`src/rtl/wdog_timer.sv`:
```
module wdog_timer #(
  parameter int          BASE_EXP  = 16,
  parameter int          RST_PULSE = 8,
  parameter logic [31:0] KEY       = 32'h0000_0076
) (
  input  logic        clk,
  input  logic        rst_n,
  input  logic        wr_en,
  input  logic [3:0]  addr,
  input  logic [31:0] wdata,
  output logic [31:0] rdata,
  output logic        irq,
  output logic        sys_rst
);
  localparam int CNT_W = BASE_EXP + 16;
  localparam int PW    = $clog2(RST_PULSE + 1);
  localparam logic [3:0] A_CTRL = 4'h0;
  localparam logic [3:0] A_RNG  = 4'h4;
  localparam logic [3:0] A_CNT  = 4'h8;
  localparam logic [3:0] A_KICK = 4'hC;

  logic             en, resp, fired;
  logic [3:0]       top, init;
  logic [CNT_W-1:0] cnt;
  logic [PW-1:0]    pulse;

  function automatic logic [CNT_W-1:0] load_val(input logic [3:0] code);
    return (CNT_W'(1) << (BASE_EXP + 32'(code))) - CNT_W'(1);
  endfunction

  wire wr_ctrl = wr_en && addr == A_CTRL;
  wire wr_rng  = wr_en && addr == A_RNG;
  wire kick    = wr_en && addr == A_KICK && wdata == KEY;
  wire [3:0] init_nxt = wr_rng ? wdata[7:4] : init;

  assign sys_rst = pulse != '0;

  always_ff @(posedge clk or negedge rst_n) begin
    if (!rst_n) begin
      en    <= 1'b0;
      resp  <= 1'b0;
      fired <= 1'b0;
      irq   <= 1'b0;
      top   <= '0;
      init  <= '0;
      cnt   <= load_val(4'd0);
      pulse <= '0;
    end else begin
      if (pulse != '0) pulse <= pulse - PW'(1);
      if (wr_ctrl) begin
        resp <= wdata[1];
        if (wdata[0]) en <= 1'b1;
      end
      if (wr_rng) begin
        top  <= wdata[3:0];
        init <= wdata[7:4];
      end
      if (!en) begin
        cnt <= load_val(init_nxt);
      end else if (fired) begin
        cnt <= '0;
      end else if (kick) begin
        cnt <= load_val(top);
        irq <= 1'b0;
      end else if (cnt == '0) begin
        if (resp && !irq) begin
          irq <= 1'b1;
          cnt <= load_val(top);
        end else begin
          fired <= 1'b1;
          pulse <= PW'(RST_PULSE);
        end
      end else begin
        cnt <= cnt - CNT_W'(1);
      end
    end
  end

  always_comb begin
    case (addr)
      A_CTRL:  rdata = {30'd0, resp, en};
      A_RNG:   rdata = {24'd0, init, top};
      A_CNT:   rdata = 32'(cnt);
      default: rdata = '0;
    endcase
  end
endmodule

```
`config.mk`:
```
export PLATFORM = sky130hd
export DESIGN_NAME = wdog_timer
export DESIGN_NICKNAME = d
export VERILOG_FILES = /design/src/rtl/wdog_timer.sv
export SDC_FILE = /design/constraint.sdc
export NUM_CORES = 1
export LEC_CHECK = 0
export CORE_ASPECT_RATIO = 2
export CORE_MARGIN = 4
export CORE_UTILIZATION = 27
export CTS_CLUSTER_SIZE = 24
export DETAILED_ROUTE_END_ITERATION = 12
export GPL_ROUTABILITY_DRIVEN = 1
export GPL_TIMING_DRIVEN = 0
export PLACE_DENSITY_LB_ADDON = 0.25
export SKIP_CTS_REPAIR_TIMING = 1
export SLEW_MARGIN = 20
export SYNTH_ARGS = -nofsm -noshare
export SYNTH_HDL_FRONTEND = slang
export SYNTH_SLANG_ARGS = --single-unit
```
`constraint.sdc`:
```
create_clock -name clk -period 7.4 [get_ports clk]
set_clock_uncertainty 0.2 [all_clocks]
set_input_delay 1.48 -clock clk [delete_from_list [all_inputs] [get_ports clk]]
set_output_delay 1.48 -clock clk [all_outputs]
set_load 0.02 [all_outputs]
```
==> reports/results.tsv, run 1 <==
stage	metric	value	unit
status	outcome	complete, no violations	
setup_path	Worst R2R Start	init[1]	
power_and_ir_drop	leakage power	1.886	nW
cells_and_area	Nets	552	
detailed_routing	met1 WL	4.567	mm
power_and_ir_drop	Max IR drop VDD	124.3	uV
detailed_routing	drt total wl	12.98	mm
hold_path	WHS Path Cells	2	
power_and_ir_drop	Power Density	225.5	nW/um2
detailed_routing	Iter 0 DRT Violations	204	
detailed_routing	DRT antenna net count	0	
logic_synthesis	most frequent cells after synthesis	nor2_1, dfrtp_1, and2_1	
run	max_cap viols	0	
logic_synthesis	largest cells by area after synthesis	dfrtp_1, dfstp_2, mux2i_1	
logic_synthesis	Syn Nets	474	
logic_synthesis	EDFF count, synth	0	
power_and_ir_drop	Sw Ratio	38.35	%
timing	count of final max-slew check failures	0	
setup_path	crit path max fanout	10	
hold_path	Tightest Hold Check Type	reg2reg	
timing	setup ws final	1836	ps
logic_synthesis	total number of yosys warnings	0	
cells_and_area	fill count	1416	
logic_synthesis	post-synthesis mux area share	7.545	%
detailed_routing	Avg WL per Cell	19.52	um
timing	Tmin final	5564	ps
logic_synthesis	Synth Area in XOR/XNOR	7.042	%
detailed_routing	vias	3577	
die	# rows	60	
die	Die W	91.12	um
clock_tree	clock root cell	clkbuf_16	
die	io pins	73	
cells_and_area	synth-to-layout area growth	29.11	%
logic_synthesis	top cell type's share of synthesized area	21.46	%
die	Die Area	15880	um2
timing	Tightest Pin Transition	723.7	ps
place	Port Buffers	71	
global_route	first-pass GRT wire length	20.44	mm
setup_path	Worst setup SP type	primary input	
global_route	antenna violations before repair	0	
clock_tree	CTS tree	yes	
hold_path	hold path startpoint	pulse[1]	
setup_path	slowest stage delay, CP	630	ps
place	Place WS	1823	ps
timing	final number of setup-violating endpoints	0	
setup_path	critical path arrival	3880	ps
power_and_ir_drop	Clock power frac	26.5	%
power_and_ir_drop	switching power	416.5	uW
setup_path	worst-path cell chain	clkdlybuf4s50_1 > nor2b_1 > nor2b_1 > clkbuf_1 > a22o_1 > clkdlybuf4s50_1	
timing	worst rel slew slack	51.75	%
global_route	Overall Global Routing Usage	16.48	%
logic_synthesis	Post-Syn Instances	431	
setup_path	CP Capture Type	primary output	
cells_and_area	layout cells sized above 1	11.76	%
logic_synthesis	Main synth FF type	dfrtp_1	
detailed_routing	metal3 WL	423	um
global_route	vias in the first global route	3704	
die	Initial Util	27.61	%
cells_and_area	Util after Layout	35.65	%
logic_synthesis	adder-cell share of the synthesized area	1.341	%
die	die height	174.2	um
global_route	largest net degree at the start of global routing	49	
detailed_routing	uppermost layer routed	met4	
clock_tree	CTS buffer count	5	
logic_synthesis	Seq cells post-synth	48	
setup_path	path depth of the worst reg2reg path	9	
timing	setup TNS	0	ps
logic_synthesis	post-synthesis sequential area ratio	32.73	%
timing	Period Utilization, post-route	75.19	%
detailed_routing	met2 wire len	7.459	mm
clock_tree	Worst-Skew Late Latency	300	ps
power_and_ir_drop	sequential share of power	36.4	%
detailed_routing	Pre-antenna DRT Iters	4	
logic_synthesis	most numerous cell in the Yosys netlist	nor2_1	
place	Final HPWL DP	10.39	mm
setup_path	Worst Setup SP	addr[3]	
place	Routability Congestion	0.9225	
detailed_routing	DR vias/cell	5.379	
global_route	global route overflow	0	
timing	Hold Vio Cnt, Final	0	
setup_path	Crit Path Category	in2out	
place	placed inst area	4633	um2
setup_path	crit path max-delay cell type	clkdlybuf4s50_1	
clock_tree	Clk pin slew, worst setup/hold paths	70	ps
clock_tree	CTS Buffer Depth	2	
logic_synthesis	post-synthesis simple-gate area fraction	29.78	%
clock_tree	Clock Sinks	48	
logic_synthesis	fraction of registers with async set/reset	100.0	%
logic_synthesis	largest family of logic cells by synthesized area	simple AND/OR/NAND/NOR gates	
die	core box area	13510	um2
logic_synthesis	Yosys top cell by area	dfrtp_1	
cells_and_area	number of diodes	0	
detailed_routing	DR DRC count	0	
logic_synthesis	Avg Cell Area, Syn	8.657	um2
logic_synthesis	Unique masters post-synth	62	
logic_synthesis	Post-Syn Area	3731	um2
clock_tree	H-tree level count	2	
setup_path	Worst Path Required	5720	ps
power_and_ir_drop	Cell Int Power	669.6	uW
timing	RSZ-0062 raised after global routing	no	
timing	f_max	0.1797	GHz
logic_synthesis	Compound-Gate Fraction of Synth Area	17.00	%
power_and_ir_drop	Comb pwr share	37.1	%
cells_and_area	fin area	4817	um2
==> area by class of cell <==
cell class | instances | area (um2) | area share (%)
multi-input cells | 344 | 2340 | 48.57
flip-flops and latches | 48 | 1221 | 25.35
repair buffers | 71 | 708.2 | 14.70
well taps | 155 | 193.9 | 4.026
clock buffers | 7 | 153.9 | 3.195
plain buffers | 26 | 121.4 | 2.519
inverters | 13 | 48.80 | 1.013
clock inverters | 1 | 30.03 | 0.6234
==> power by group through the flow <==
| stage | clock network (mW) | logic, mW | registers, mW |
|---|---|---|---|
| after floorplan | 0 | 0.275 | 0.371 |
| final | 0.288 | 0.403 | 0.395 |
| after detailed placement | 0 | 0.400 | 0.399 |
| after global routing | 0.303 | 0.445 | 0.401 |
| after global placement | 0 | 0.397 | 0.398 |
| after CTS | 0.293 | 0.404 | 0.394 |
==> routing by layer <==
metal	vias up	track usage, %
met5	-	0
met4	0	8.312
met3	27	1.429
met2	102	33.62
met1	1735	15.71
li1	1713	-
==> placed cells by master (no fill, tap or decap), types with 8 or more instances in the layout <==
master           count
xor2_1              18
o21ai_1             11
clkdlybuf4s50_1     70
dfrtp_1             32
clkbuf_1            16
nor3_1              20
mux2_2               9
xnor2_1             12
dfstp_2             16
and2_1              25
or3_1                8
nor2_1              43
inv_1               12
mux2i_1             18
nand2_1             20
a21oi_1             24
nor4_1              16
o21ai_0             13
==> worst max-delay path, delay by kind of cell <==
family | cells | cell delay, ps
buffers and inverters | 3 | 1630
AOI/OAI and AO/OA | 1 | 230
and+or+nand+nor | 2 | 540
==> final timing paths <==
| check | end | slack [ps] |
|---|---|---|
| max | rdata[5] | 1840 |
| min | pulse[1] | 350 |
| max reg2reg | cnt[30] | 4190 |
| min reg2reg | pulse[1] | 350 |
| max in group asynchronous | init[2] | 5540 |
| min in group asynchronous | cnt[31] | 1020 |
==> registers in the layout (all words and copies together) (netlist names) <==
| name | count |
|---|---|
| init | 4 |
| fired | 1 |
| irq | 1 |
| top | 4 |
| resp | 1 |
| pulse | 4 |
| en | 1 |
| cnt | 32 |
==> cells by family (layout without fill, tap and decap cells) <==
kind of cell | count (synthesis) | in the layout
muxes | 27 | 27
adders and majority gates | 4 | 4
AOI/OAI and AO/OA | 97 | 97
and+or+nand+nor | 186 | 186
buffers and inverters | 39 | 118
DFF | 48 | 48
xor gates and xnor gates | 30 | 30
==> through the flow <==
step	power (mW)	std cells	hold slack [ps]
after floorplan	0.6457	431	295.5
after global placement	0.7943	657	323.0
after detailed placement	0.7992	657	330.2
after CTS	1.091	665	347.1
after global routing	1.148	665	387.6
final	1.086	665	348.2
Power figures use the tool's default switching activity.
==> run 2, diff against run 1 <==
clock period = 5.8 ns   (was 7.4 ns; I/O delays follow)
==> results of run 2 <==
Same layout as run 1 (identical final DEF). Status: complete, no violations.
Among the figures that moved: setup slack after placement 1823 ps -> 693.8 ps; setup slack after layout 1836 ps -> 876.2 ps; register-to-register setup slack 4190 ps -> 2590 ps; total power 1.086 mW -> 1.386 mW; worst IR drop on VDD 124.3 uV -> 158.6 uV
